## src/rtl/sram_ctl_pkg.sv

```systemverilog
package sram_ctl_pkg;

  typedef enum logic [1:0] {
    ST_IDLE  = 2'd0,
    ST_READ  = 2'd1,
    ST_WRITE = 2'd2,
    ST_GAP   = 2'd3
  } sram_st_e;

  // Whole clock cycles needed to cover t_ps, rounded up.
  function automatic int unsigned ps_to_cyc(input int unsigned t_ps, input int unsigned clk_ps);
    return (t_ps + clk_ps - 1) / clk_ps;
  endfunction

  function automatic int unsigned umax(input int unsigned a, input int unsigned b);
    return (a > b) ? a : b;
  endfunction

endpackage

```

## src/rtl/sram_ctl_rstsync.sv

```systemverilog
module sram_ctl_rstsync (
  input  logic clk,
  input  logic arst_n,
  output logic srst_n
);
  logic [1:0] sync_q;

  always_ff @(posedge clk or negedge arst_n) begin
    if (!arst_n) sync_q <= 2'b00;
    else         sync_q <= {sync_q[0], 1'b1};
  end

  assign srst_n = sync_q[1];
endmodule

```

## src/rtl/sram_ctl_timer.sv

```systemverilog
module sram_ctl_timer #(
  parameter int unsigned CNT_W = 5
) (
  input  logic             clk,
  input  logic             rst_n,
  input  logic             clr,
  input  logic             en,
  output logic [CNT_W-1:0] cnt
);
  logic [CNT_W-1:0] cnt_d;

  always_comb begin
    cnt_d = cnt;
    if (clr)     cnt_d = CNT_W'(1);
    else if (en) cnt_d = cnt + CNT_W'(1);
  end

  always_ff @(posedge clk or negedge rst_n) begin
    if (!rst_n) cnt <= '0;
    else        cnt <= cnt_d;
  end
endmodule

```

## src/rtl/sram_ctl_seq.sv

```systemverilog
module sram_ctl_seq
  import sram_ctl_pkg::*;
#(
  parameter int unsigned RD_CYC  = 25,
  parameter int unsigned WR_CYC  = 25,
  parameter int unsigned WHZ_CYC = 9,
  parameter int unsigned CNT_W   = 5
) (
  input  logic             clk,
  input  logic             rst_n,
  input  logic             req,
  input  logic             req_we,
  input  logic [CNT_W-1:0] cnt,
  output logic             start,
  output logic             run,
  output logic             cap,
  output logic             done,
  output logic             cs1_n,
  output logic             cs2,
  output logic             we_n,
  output logic             oe_n,
  output logic             dq_oe
);
  sram_st_e st_q, st_d;
  logic     fin;
  logic     sel_d, we_n_d, oe_n_d, dq_oe_d;

  // next state
  always_comb begin
    st_d  = st_q;
    start = 1'b0;
    fin   = 1'b0;
    unique case (st_q)
      ST_IDLE: begin
        if (req) begin
          start = 1'b1;
          st_d  = req_we ? ST_WRITE : ST_READ;
        end
      end
      ST_READ: begin
        if (cnt == CNT_W'(RD_CYC)) begin
          fin  = 1'b1;
          st_d = ST_GAP;
        end
      end
      ST_WRITE: begin
        if (cnt == CNT_W'(WR_CYC)) begin
          fin  = 1'b1;
          st_d = ST_GAP;
        end
      end
      default: st_d = ST_IDLE;
    endcase
  end

  // pin levels for the coming cycle
  always_comb begin
    sel_d   = (st_d == ST_READ) || (st_d == ST_WRITE);
    we_n_d  = (st_d != ST_WRITE);
    oe_n_d  = (st_d != ST_READ);
    dq_oe_d = (st_q == ST_WRITE) && (st_d == ST_WRITE) && (cnt >= CNT_W'(WHZ_CYC));
  end

  assign run = (st_q == ST_READ) || (st_q == ST_WRITE);
  assign cap = fin && (st_q == ST_READ);

  always_ff @(posedge clk or negedge rst_n) begin
    if (!rst_n) begin
      st_q  <= ST_IDLE;
      cs1_n <= 1'b1;
      cs2   <= 1'b0;
      we_n  <= 1'b1;
      oe_n  <= 1'b1;
      dq_oe <= 1'b0;
      done  <= 1'b0;
    end else begin
      st_q  <= st_d;
      cs1_n <= ~sel_d;
      cs2   <= sel_d;
      we_n  <= we_n_d;
      oe_n  <= oe_n_d;
      dq_oe <= dq_oe_d;
      done  <= fin;
    end
  end
endmodule

```

## src/rtl/sram_ctl_dpath.sv

```systemverilog
module sram_ctl_dpath #(
  parameter int unsigned ADDR_W = 13,
  parameter int unsigned DATA_W = 8
) (
  input  logic              clk,
  input  logic              rst_n,
  input  logic              start,
  input  logic              start_we,
  input  logic              cap,
  input  logic [ADDR_W-1:0] req_addr,
  input  logic [DATA_W-1:0] req_wdata,
  input  logic [DATA_W-1:0] mem_din,
  output logic [ADDR_W-1:0] mem_a,
  output logic [DATA_W-1:0] mem_dout,
  output logic [DATA_W-1:0] rdata
);
  logic wr_load;

  assign wr_load = start && start_we;

  always_ff @(posedge clk or negedge rst_n) begin
    if (!rst_n) begin
      mem_a    <= '0;
      mem_dout <= '0;
      rdata    <= '0;
    end else begin
      if (start)   mem_a    <= req_addr;
      if (wr_load) mem_dout <= req_wdata;
      if (cap)     rdata    <= mem_din;
    end
  end
endmodule

```

## src/rtl/sram_ctl.sv

```systemverilog
module sram_ctl
  import sram_ctl_pkg::*;
#(
  parameter int unsigned ADDR_W    = 13,
  parameter int unsigned DATA_W    = 8,
  parameter int unsigned CLK_PS    = 4000,
  parameter int unsigned T_RC_PS   = 100000,
  parameter int unsigned T_ACC_PS  = 100000,
  parameter int unsigned T_OE_PS   = 50000,
  parameter int unsigned T_WC_PS   = 100000,
  parameter int unsigned T_WP_PS   = 60000,
  parameter int unsigned T_AW_PS   = 80000,
  parameter int unsigned T_DS_PS   = 50000,
  parameter int unsigned T_WHZ_PS  = 35000
) (
  input  logic              clk,
  input  logic              rst_n,
  input  logic              req,
  input  logic              req_we,
  input  logic [ADDR_W-1:0] req_addr,
  input  logic [DATA_W-1:0] req_wdata,
  output logic [DATA_W-1:0] rsp_rdata,
  output logic              rsp_done,
  output logic [ADDR_W-1:0] mem_a,
  output logic              mem_cs1_n,
  output logic              mem_cs2,
  output logic              mem_we_n,
  output logic              mem_oe_n,
  output logic [DATA_W-1:0] mem_dq_out,
  output logic              mem_dq_oe,
  input  logic [DATA_W-1:0] mem_dq_in
);
  localparam int unsigned RD_CYC  = umax(umax(ps_to_cyc(T_ACC_PS, CLK_PS),
                                              ps_to_cyc(T_RC_PS, CLK_PS)),
                                         umax(ps_to_cyc(T_OE_PS, CLK_PS), 1));
  localparam int unsigned WHZ_CYC = umax(ps_to_cyc(T_WHZ_PS, CLK_PS), 1);
  localparam int unsigned DS_CYC  = umax(ps_to_cyc(T_DS_PS, CLK_PS), 1);
  localparam int unsigned WR_CYC  = umax(umax(ps_to_cyc(T_WP_PS, CLK_PS),
                                              ps_to_cyc(T_AW_PS, CLK_PS)),
                                         umax(ps_to_cyc(T_WC_PS, CLK_PS), WHZ_CYC + DS_CYC));
  localparam int unsigned CNT_W   = $clog2(umax(RD_CYC, WR_CYC) + 1);

  logic             srst_n;
  logic             start, run, cap;
  logic [CNT_W-1:0] cnt;

  sram_ctl_rstsync u_rst (
    .clk    (clk),
    .arst_n (rst_n),
    .srst_n (srst_n)
  );

  sram_ctl_timer #(.CNT_W(CNT_W)) u_tmr (
    .clk   (clk),
    .rst_n (srst_n),
    .clr   (start),
    .en    (run),
    .cnt   (cnt)
  );

  sram_ctl_seq #(
    .RD_CYC  (RD_CYC),
    .WR_CYC  (WR_CYC),
    .WHZ_CYC (WHZ_CYC),
    .CNT_W   (CNT_W)
  ) u_seq (
    .clk    (clk),
    .rst_n  (srst_n),
    .req    (req),
    .req_we (req_we),
    .cnt    (cnt),
    .start  (start),
    .run    (run),
    .cap    (cap),
    .done   (rsp_done),
    .cs1_n  (mem_cs1_n),
    .cs2    (mem_cs2),
    .we_n   (mem_we_n),
    .oe_n   (mem_oe_n),
    .dq_oe  (mem_dq_oe)
  );

  sram_ctl_dpath #(.ADDR_W(ADDR_W), .DATA_W(DATA_W)) u_dp (
    .clk       (clk),
    .rst_n     (srst_n),
    .start     (start),
    .start_we  (req_we),
    .cap       (cap),
    .req_addr  (req_addr),
    .req_wdata (req_wdata),
    .mem_din   (mem_dq_in),
    .mem_a     (mem_a),
    .mem_dout  (mem_dq_out),
    .rdata     (rsp_rdata)
  );
endmodule

```

## config.mk

```make
export PLATFORM = sky130hd
export DESIGN_NAME = sram_ctl
export DESIGN_NICKNAME = d
export VERILOG_FILES = /design/src/rtl/sram_ctl_pkg.sv /design/src/rtl/sram_ctl_rstsync.sv /design/src/rtl/sram_ctl_timer.sv /design/src/rtl/sram_ctl_seq.sv /design/src/rtl/sram_ctl_dpath.sv /design/src/rtl/sram_ctl.sv
export SDC_FILE = /design/constraint.sdc
export NUM_CORES = 1
export LEC_CHECK = 0
export ABC_AREA = 1
export CORE_MARGIN = 8
export CORE_UTILIZATION = 45
export CTS_BUF_LIST = sky130_fd_sc_hd__clkbuf_4 sky130_fd_sc_hd__clkbuf_8
export DETAILED_ROUTE_END_ITERATION = 7
export PLACE_DENSITY = 0.81
export SETUP_SLACK_MARGIN = 0.1
export SLEW_MARGIN = 30
export SYNTH_ARGS = -nofsm -noshare
export SYNTH_HDL_FRONTEND = slang
export SYNTH_SLANG_ARGS = --single-unit
```

## constraint.sdc

```tcl
create_clock -name clk -period 1.5 [get_ports clk]
set_input_delay 0.15 -clock clk [delete_from_list [all_inputs] [get_ports clk]]
set_output_delay 0.15 -clock clk [all_outputs]
set_load 0.02 [all_outputs]
```

==> results of run 1 <==
==> power by group <==
part           leakage [nW]  total, mW  internal (mW)  switching (mW)
combinational         0.887       2.83           1.21            1.62
clock                0.0586      0.897          0.512           0.385
sequential            0.513       1.85           1.62           0.235
==> what timing repair did <==
item	CTS	global route
gates resized for setup	36	31
setup endpoints to repair	42	20
pin swaps	5	25
hold buffers	0	1
buffers inserted	2	4
endpoints found under the hold margin	0	2
==> worst register-to-register path: cells and delay by family (launching register included) <==
| family | cells | cell delay (ps) |
|---|---|---|
| AOI/OAI and AO/OA | 2 | 270 |
| adders and majority gates | 2 | 470 |
| buffers and inverters | 2 | 130 |
| DFF | 1 | 390 |
| and+or+nand+nor | 3 | 160 |
==> stage by stage <==
| stage | worst slack (ps) | util | hold slack, ps |
|---|---|---|---|
| final | 8.61 | 0.750 | 202 |
| after global routing | -51.6 | 0.750 | 234 |
| after CTS | 13.9 | 0.712 | 11.8 |
| after detailed placement | -72.5 | 0.683 | 213 |
| after global placement | -52.4 | 0.683 | 204 |
| after floorplan | -8.79 | - | -146 |
==> cell families (layout without fill, tap and decap cells) <==
group,after synthesis,count (layout)
other,1,1
DFF,44,44
adders and majority gates,8,8
AOI/OAI and AO/OA,14,14
buffers and inverters,19,112
and+or+nand+nor,120,120
==> path summary, 6_finish.rpt <==
kind | startpoint | endpoint | cells after the start
setup / recovery | u_seq.st_q[1]$_DFF_PN0_ | u_seq.dq_oe$_DFF_PN0_ | 9
hold reg to reg | u_rst.sync_q[1]$_DFF_PN0_ | u_seq.done$_DFF_PN0_ | 0
hold / removal | u_rst.sync_q[1]$_DFF_PN0_ | u_seq.done$_DFF_PN0_ | 0
setup reg to reg | u_seq.st_q[1]$_DFF_PN0_ | u_seq.dq_oe$_DFF_PN0_ | 9
max in group asynchronous | rst_n | u_rst.sync_q[1]$_DFF_PN0_ | 2
min in group clk | u_rst.sync_q[0]$_DFF_PN0_ | u_rst.sync_q[1]$_DFF_PN0_ | 0
==> Yosys cell counts <==
cell type and n:
inv_2 3, o21ai_1 6, nand4_4 1, clkbuf_1 1, nor3_1 2, dfstp_2 3, nand2_1 99, conb_1 1
a211oi_1 1, inv_1 13, a21oi_1 3, dfrtp_1 41, nor2_1 10, nand3_2 1, nand2_2 1, buf_2 2
nand3_1 4, nor2_4 2, o21ai_0 4, ha_1 8
==> state kept, by name (all words and copies together) (netlist names) <==
register       count
u_dp.mem_dout      8
u_seq.dq_oe        1
u_seq.st_q         2
u_seq.cs1_n        1
u_seq.oe_n         1
u_dp.mem_a        13
u_seq.cs2          1
u_dp.rdata         8
u_tmr.cnt          5
u_rst.sync_q       2
u_seq.done         1
u_seq.we_n         1
==> area by class of cell <==
| class | count | area [µm²] | area share |
|---|---|---|---|
| sequential | 44 | 1110 | 0.372 |
| timing repair buffer | 88 | 831 | 0.279 |
| multi-input combinational | 143 | 806 | 0.271 |
| clock buffer | 6 | 76.3 | 0.0256 |
| tap | 50 | 62.6 | 0.0210 |
| inverter | 16 | 60.1 | 0.0202 |
| clock inverter | 2 | 35.0 | 0.0118 |
==> cells in the final DEF (no fill, tap or decap), drive strengths merged <==
cell type / Yosys / routed
nand2: 100 / 100
dfrtp: 41 / 41
clkdlybuf4s50: 0 / 33
dlygate4sd2: 0 / 29
buf: 2 / 20
inv: 16 / 16
nor2: 12 / 12
o21ai: 10 / 10
ha: 8 / 8
clkbuf: 1 / 6
dlymetal6s2s: 0 / 5
nand3: 5 / 5
dfstp: 3 / 3
a21oi: 3 / 3
nor3: 2 / 2
nand4: 1 / 1
a211oi: 1 / 1
clkinv: 0 / 1
bufinv: 0 / 1
dlygate4sd3: 0 / 1
conb: 1 / 1
==> per-layer routing <==
metal | global-route usage | wire length (µm)
met5 | 0 | 0
met4 | 0.0545 | 127
met3 | 0.0815 | 467
met2 | 0.238 | 2390
met1 | 0.172 | 2000
==> results.sh, run 1 <==
export IMPL_syn_area_per_cell_um2=9.00
export IMPL_worst_hold_path_type="reg -> async"
export IMPL_place_gp_congestion=0.865
export IMPL_final_hold_violating_endpoints=0
export IMPL_critPathLaunchType="flop"
export IMPL_end_kind="flop"
export IMPL_floorplan_rows=23
export IMPL_critical_path_max_stage_delay_ps=390
export IMPL_power_ir_vdd_worst_mv=1.06
export IMPL_cts_sinks=44
export IMPL_synth_xor_area_frac=0
export IMPL_cts_root_buffer_cell="clkbuf_8"
export IMPL_final_net_count=339
export IMPL_drt_drc_violations_left=0
export IMPL_netlist_area_leader_share=0.553
export IMPL_final_min_period_over_clock_period=0.994
export IMPL_muxShareOfSynthArea=0
export IMPL_finalSetupViolations=0
export IMPL_synthesis_instances=206
export IMPL_fp_dieArea_mm2=0.00643
export IMPL_core_area_mm2=0.00397
export IMPL_clock_insertion_delay_worst_skew_ps=300
export IMPL_synth_yosys_seq_area_share=0.596
export IMPL_synth_top_cells_by_area="dfrtp_1, nand2_1, ha_1"
export IMPL_timing_worst_setup_path_type="reg -> reg"
export IMPL_cell_area_after_layout_mm2=0.00298
export IMPL_post_layout_min_period_ps=1490
export IMPL_numPortBuffers=67
export IMPL_global_route_overflow=0
export IMPL_syn_nets=247
export IMPL_vias=1668
export IMPL_ys_seq_elements=44
export IMPL_antenna_cells=0
export IMPL_largest_family_of_logic_cells_by_synthesized_area="simple AND/OR/NAND/NOR gates"
export IMPL_cts_inserted_buffers=5
export IMPL_postRouteAntennaNets=0
export IMPL_track_usage=0.152
export IMPL_first_pass_iters=4
export IMPL_route_detailed_vias_per_inst=4.78
export IMPL_cts_reportedPaths_clkPinSlew_ps=80
export IMPL_synth_top_area_cell="dfrtp_1"
export IMPL_wirelength_um=4980
export IMPL_maxClockFrequency_mhz=671
export IMPL_cts_htree_levels=2
export IMPL_floorplan_die_height_um=80.2
export IMPL_grt_max_degree=26
export IMPL_yosysWarnings=0
export IMPL_critPathMaxFanout=6
export IMPL_synth_compound_area_share=0.0391
export IMPL_layout_drive_gt1_share=0.217
export IMPL_total_power_mw=5.58
export IMPL_worstPathCellList="inv_2, ha_4, nand2_2, inv_2, nor2_4, a21oi_4, ha_4, nand2_2, a21oi_2"
export IMPL_critical_path_top_delay_family="adder cells"
export IMPL_fill_cells=296
export IMPL_status="completed"
export IMPL_maximum_root_to_sink_buffer_count=2
export IMPL_grt_setup_unrepaired="yes"
export IMPL_place_area_mm2=0.00271
export IMPL_number_of_different_library_cells_in_the_post_synthesis_netlist=20
export IMPL_io_pin_count=68
export IMPL_critical_path_slowest_cell="dfrtp_1"
export IMPL_final_max_slew_viol_count=0
export IMPL_finish_cell_count_without_fillers=349
export IMPL_critPathBufInv=2
export IMPL_final_setup_tns_ps=0
export IMPL_static_leakage_power_nw=1.46
export IMPL_rrSetupSlack_ps=9
export IMPL_drt_iter0_drc=57
export IMPL_grt_first_pass_wirelength_um=7670
export IMPL_grt_pass1_vias=1692
export IMPL_start_util=0.467
export IMPL_clock_tree_from_tritoncts="done"
export IMPL_post_synth_instance_area_mm2=0.00185
export IMPL_yosys_area_share_simple=0.269
export IMPL_post_synth_fa_ha_maj_area_fraction=0.0540
export IMPL_place_hpwl_um=3450
export IMPL_area_growth_syn_to_layout_pct=60.5
export IMPL_clock_skew_ps=8.59
export IMPL_arrival_ps=1720
export IMPL_placed_cells=334
export IMPL_chipWidth_um=80.2
export IMPL_wl_per_cell_um=14.3
export IMPL_required_ps=1730
export IMPL_power_per_cell_area_mw_per_mm2=1870
export IMPL_maxCapViolCount=0
export IMPL_grt_antenna_before_repair=0
Power figures use the tool's default switching activity.
==> inputs of run 2 (changes only) <==
RECOVER_POWER = 50   (was not set)
REMOVE_ABC_BUFFERS = 1   (was not set)
==> run 2 against run 1 <==
Net effect: clock-buffer cell count decreased by 1; sequential share of layout area increased by 0.42 points; final cell count increased by 0.29%; global-route usage increased by 0.70 points; hold slack got worse by 100 ps; utilization decreased by 0.91 points; die area unchanged; non-clock buffer count increased by 1; first-iteration DRC count increased by 23%; via count decreased by 0.72%; wire length increased by 1.7%; critical endpoint is now u_seq.cs2$_DFF_PN0_; highest routed layer unchanged.
==> results.sh, run 2 (same netlist as run 1, synthesis figures left out) <==
export IMPL_static_leakage_power_nw=1.43
export IMPL_numPortBuffers=67
export IMPL_fin_worst_hold_slack_ps=101
export IMPL_power_ir_vdd_worst_mv=1.21
export IMPL_core_area_mm2=0.00397
export IMPL_placed_cells=335
export IMPL_grt_pass1_vias=1702
export IMPL_largest_reg_flops=13
export IMPL_final_max_slew_viol_count=0
export IMPL_final_setup_tns_ps=0
export IMPL_fp_dieArea_mm2=0.00643
export IMPL_grt_antenna_before_repair=0
export IMPL_route_detailed_vias_per_inst=4.73
export IMPL_floorplan_die_height_um=80.2
export IMPL_worstMarginPinSlew_ps=606
export IMPL_antenna_cells=0
export IMPL_global_route_overflow=0
export IMPL_place_area_mm2=0.00270
export IMPL_area_growth_syn_to_layout_pct=58.6
export IMPL_setup_slack_ps=32.2
export IMPL_vias=1656
export IMPL_critical_path_max_stage_delay_ps=380
export IMPL_r2r_start="u_seq.st_q[0]$_DFF_PN0_"
export IMPL_final_min_period_over_clock_period=0.979
export IMPL_fill_cells=287
export IMPL_clock_skew_ps=6.05
export IMPL_chipWidth_um=80.2
export IMPL_required_ps=1690
export IMPL_cts_htree_levels=2
export IMPL_post_layout_min_period_ps=1470
export IMPL_status="completed"
export IMPL_holdBufCountCts=0
export IMPL_grt_setup_unrepaired="yes"
export IMPL_io_pin_count=68
export IMPL_finish_cell_count_without_fillers=350
export IMPL_final_common_cell="nand2_1"
export IMPL_cts_inserted_buffers=5
export IMPL_clock_insertion_delay_worst_skew_ps=290
export IMPL_postLayoutCoreUtil=0.740
export IMPL_critPathMaxFanout=5
export IMPL_cell_area_after_layout_mm2=0.00294
export IMPL_place_gp_congestion=0.867
export IMPL_finalSetupViolations=0
export IMPL_cts_reportedPaths_clkPinSlew_ps=80
export IMPL_final_hold_violating_endpoints=0
export IMPL_timing_critical_path_from="u_seq.st_q[0]$_DFF_PN0_"
export IMPL_slew_headroom=0.596
export IMPL_first_pass_iters=4
export IMPL_critical_path_slowest_cell="dfrtp_1"
export IMPL_final_net_count=340
export IMPL_track_usage=0.159
export IMPL_place_hpwl_um=3490
export IMPL_clock_tree_from_tritoncts="done"
export IMPL_total_power_mw=5.67
export IMPL_drt_drc_violations_left=0
export IMPL_floorplan_rows=23
export IMPL_maximum_root_to_sink_buffer_count=2
export IMPL_drt_iter0_drc=70
export IMPL_worstPathCellList="inv_2, ha_4, inv_1, nor2_4, o21ai_2, ha_4, inv_2"
export IMPL_start_util=0.467
export IMPL_maxCapViolCount=0
export IMPL_timing_worst_setup_path_type="reg -> reg"
export IMPL_power_per_cell_area_mw_per_mm2=1930
export IMPL_arrival_ps=1660
export IMPL_placement_setup_worst_slack_ps=-69.3
export IMPL_wirelength_um=5060
export IMPL_cts_root_buffer_cell="clkbuf_8"
export IMPL_layout_drive_gt1_share=0.230
export IMPL_maxClockFrequency_mhz=681
export IMPL_wl_per_cell_um=14.5
export IMPL_cts_sinks=44
export IMPL_grt_max_degree=30
export IMPL_worst_hold_path_type="in -> async"
export IMPL_registers_top_by_ff_count="u_dp.mem_a"
export IMPL_critPathLaunchType="flop"
export IMPL_grt_first_pass_wirelength_um=8050
export IMPL_end_kind="flop"
export IMPL_layout_top_registers="u_dp.mem_a x13, u_dp.mem_dout x8, u_dp.rdata x8"
export IMPL_postRouteAntennaNets=0
export IMPL_mostFrequentLayoutCells="nand2_1, dfrtp_1, clkdlybuf4s50_1, dlygate4sd2_1, buf_4"
run 2: cell types whose count changed in the layout (fill, tap and decap cells not counted), moves of 2 or more:
cell             change
nand3_2              +2
clkbuf_1             +5
clkdlybuf4s50_1      -2
dlymetal6s2s_1       -5
buf_4                +2
run 2: routing by layer:
metal	part of all wire	vias up	GRT usage
li1	-	819	-
met1	0.41	770	0.184
met2	0.50	61	0.268
met3	0.074	6	0.0480
met4	0.011	0	0.0655
met5	0	-	0
run 2: area by class of cell:
| class | count | area, µm² | share of cell area |
|---|---|---|---|
| Sequential cell | 44 | 1100 | 0.376 |
| Multi-Input combinational cell | 143 | 811 | 0.276 |
| Timing Repair Buffer | 89 | 791 | 0.269 |
| Clock buffer | 5 | 68.8 | 0.0234 |
| Tap cell | 50 | 62.6 | 0.0213 |
| Inverter | 16 | 60.1 | 0.0204 |
| Clock inverter | 3 | 42.5 | 0.0145 |
run 2: worst paths after layout:
check	end	slack (ps)	cells after the start
max in group asynchronous	u_seq.cs1_n$_DFF_PN1_	620	1
max	u_seq.cs2$_DFF_PN0_	30	7
min in group clk	u_dp.mem_dout[1]$_DFFE_PN0P_	380	3
min reg2reg	u_dp.mem_a[0]$_DFFE_PN0P_	250	0
max reg2reg	u_seq.cs2$_DFF_PN0_	30	7
min	u_rst.sync_q[1]$_DFF_PN0_	100	1
run 2: where the power goes:
part | leakage, nW | switching [mW] | internal, mW
registers | 0.514 | 0.235 | 1.62
logic | 0.859 | 1.69 | 1.25
clock network | 0.0541 | 0.386 | 0.492
run 2: worst max-delay path, delay by kind of cell (launching register included):
family | cells | cell delay, ps
and+or+nand+nor | 1 | 140
buffers and inverters | 3 | 190
adders and majority gates | 2 | 570
DFF | 1 | 380
AOI/OAI and AO/OA | 1 | 80
run 2: what timing repair did:
item | in CTS | in global routing
buffers inserted | 2 | 6
gates resized for setup | 47 | 28
setup endpoints to repair | 46 | 22
pin swaps | 8 | 14
==> inputs of run 3 (changes only) <==
MAX_ROUTING_LAYER = met4   (was not set)
==> run 3 against run 2 <==
Net effect: die area stayed put; critical path type unchanged; clock skew hardly changed; largest cell class unchanged; sequential share of layout area stayed put; wire length is 0.73% higher; register-to-register slack hardly changed; non-clock buffer count stayed put; global-route usage is 0.46 points higher.
==> results.sh, run 3 (same netlist as run 1, synthesis figures left out) <==
export IMPL_registers_top_by_ff_count="u_dp.mem_a"
export IMPL_chipWidth_um=80.2
export IMPL_drt_iter0_drc=60
export IMPL_grt_antenna_before_repair=0
export IMPL_route_detailed_vias_per_inst=4.72
export IMPL_grt_first_pass_wirelength_um=8030
export IMPL_first_pass_iters=4
export IMPL_place_gp_congestion=0.881
export IMPL_grt_max_degree=30
export IMPL_numPortBuffers=67
export IMPL_power_per_cell_area_mw_per_mm2=1930
export IMPL_grt_pass1_vias=1704
export IMPL_maxClockFrequency_mhz=680
export IMPL_floorplan_rows=23
export IMPL_final_hold_violating_endpoints=0
export IMPL_cts_htree_levels=2
export IMPL_floorplan_die_height_um=80.2
export IMPL_power_share_switching=0.408
export IMPL_mostFrequentLayoutCells="nand2_1, dfrtp_1, clkdlybuf4s50_1, dlygate4sd2_1, buf_4"
export IMPL_layout_top_registers="u_dp.mem_a x13, u_dp.mem_dout x8, u_dp.rdata x8"
export IMPL_timing_worst_setup_path_type="reg -> reg"
export IMPL_grt_setup_unrepaired="yes"
export IMPL_p_switching_mw=2.32
export IMPL_clock_skew_ps=6.00
export IMPL_end_kind="flop"
export IMPL_maxCapViolCount=0
export IMPL_track_usage=0.164
export IMPL_slew_headroom=0.593
export IMPL_power_share_sequential=0.326
export IMPL_placed_cells=335
export IMPL_power_ir_vdd_worst_mv=1.21
export IMPL_fp_dieArea_mm2=0.00643
export IMPL_final_max_slew_viol_count=0
export IMPL_total_power_mw=5.68
export IMPL_critPathMaxFanout=3
export IMPL_area_growth_syn_to_layout_pct=58.6
export IMPL_cts_inserted_buffers=5
export IMPL_worst_hold_path_type="in -> async"
export IMPL_arrival_ps=1670
export IMPL_power_internal_mw=3.36
export IMPL_final_net_count=340
export IMPL_vias=1652
export IMPL_layout_drive_gt1_share=0.230
export IMPL_place_hpwl_um=3490
export IMPL_finalSetupViolations=0
export IMPL_finish_cell_count_without_fillers=350
export IMPL_postRouteAntennaNets=0
export IMPL_maximum_root_to_sink_buffer_count=2
export IMPL_postLayoutCoreUtil=0.740
export IMPL_fin_worst_hold_slack_ps=98.9
export IMPL_final_common_cell="nand2_1"
export IMPL_required_ps=1690
export IMPL_rrSetupSlack_ps=30
export IMPL_largest_reg_flops=13
export IMPL_clock_power_share=0.155
export IMPL_post_layout_min_period_ps=1470
export IMPL_final_min_period_over_clock_period=0.980
export IMPL_worstMarginPinSlew_ps=610
export IMPL_io_pin_count=68
export IMPL_final_setup_tns_ps=0
export IMPL_start_util=0.467
export IMPL_cts_root_buffer_cell="clkbuf_8"
export IMPL_status="completed"
export IMPL_regToRegEndpoint="u_seq.cs2$_DFF_PN0_"
export IMPL_cts_reportedPaths_clkPinSlew_ps=80
export IMPL_core_area_mm2=0.00397
export IMPL_static_leakage_power_nw=1.43
export IMPL_antenna_cells=0
export IMPL_wirelength_um=5100
export IMPL_r2r_start="u_seq.st_q[0]$_DFF_PN0_"
export IMPL_clock_insertion_delay_worst_skew_ps=290
export IMPL_cts_sinks=44
export IMPL_combPwrFrac=0.519
export IMPL_timing_reg2reg_worst_path_depth=7
export IMPL_holdBufCountCts=0
export IMPL_global_route_overflow=0
export IMPL_wl_per_cell_um=14.6
export IMPL_clock_tree_from_tritoncts="done"
export IMPL_drt_drc_violations_left=0
export IMPL_critPathLaunchType="flop"
==> run 3: cell counts in the layout (fill, tap and decap cells not counted) <==
No cell type changed its count.
==> run 3: cell type report <==
class	instances	area [µm²]
Clock inverter	3	42.5
Inverter	16	60.1
Timing Repair Buffer	89	791
Sequential cell	44	1100
Clock buffer	5	68.8
Fill cell	287	1030
Multi-Input combinational cell	143	811
Tap cell	50	62.6
==> run 3: power groups by stage <==
stage	Combinational [mW]	Clock [mW]	Sequential [mW]
floorplan	0.851	0	2.29
global placement	2.49	0	1.84
detailed placement	2.55	0	1.85
CTS	2.55	0.899	1.85
global route	3.19	0.957	1.91
finish	2.95	0.880	1.85
==> run 3: worst max-delay path: stages (launching register included) <==
cell     delay (ps)
dfrtp_1         400
buf_4           140
buf_4           140
ha_2            220
inv_2            80
o21ai_2          70
ha_4            270
inv_2            40
==> run 3: through the flow <==
step           instance area, µm²  setup WS (ps)
2_1_floorplan                1840          -56.6
3_3_place_gp                 2700           4.78
3_5_place_dp                 2700          -69.3
4_1_cts                      2860           20.6
5_1_grt                      2940          -24.8
6_report                     2940           29.7
==> run 3: worst max-delay path by stage <==
stage / start / endpoint / slack (ps) / depth (start not counted)
finish: u_seq.st_q[0]$_DFF_PN0_ / u_seq.cs2$_DFF_PN0_ / 30 / 7
global route: u_seq.st_q[1]$_DFF_PN0_ / u_seq.cs2$_DFF_PN0_ / -20 / 7
CTS: u_tmr.cnt[1]$_DFFE_PN0P_ / u_seq.dq_oe$_DFF_PN0_ / 20 / 9
detailed placement: u_tmr.cnt[1]$_DFFE_PN0P_ / u_seq.dq_oe$_DFF_PN0_ / -70 / 9
global placement: u_tmr.cnt[1]$_DFFE_PN0P_ / u_seq.dq_oe$_DFF_PN0_ / 5 / 9
floorplan: u_seq.st_q[0]$_DFF_PN0_ / u_seq.dq_oe$_DFF_PN0_ / -60 / 9
==> run 3: repair_timing <==
item | 4_1_cts | 5_1_grt
endpoints found under the hold margin | 0 | 0
endpoints found under the setup margin | 46 | 22
resized for setup | 47 | 28
pin swaps | 8 | 14
setup buffers | 2 | 6
==> run 3: routing by layer <==
metal	routed length (µm)	track usage	up-vias
li1	-	-	821
met1	2190	0.189	762
met2	2560	0.268	63
met3	300	0.0402	6
met4	55	0.0655	0
met5	0	-	-
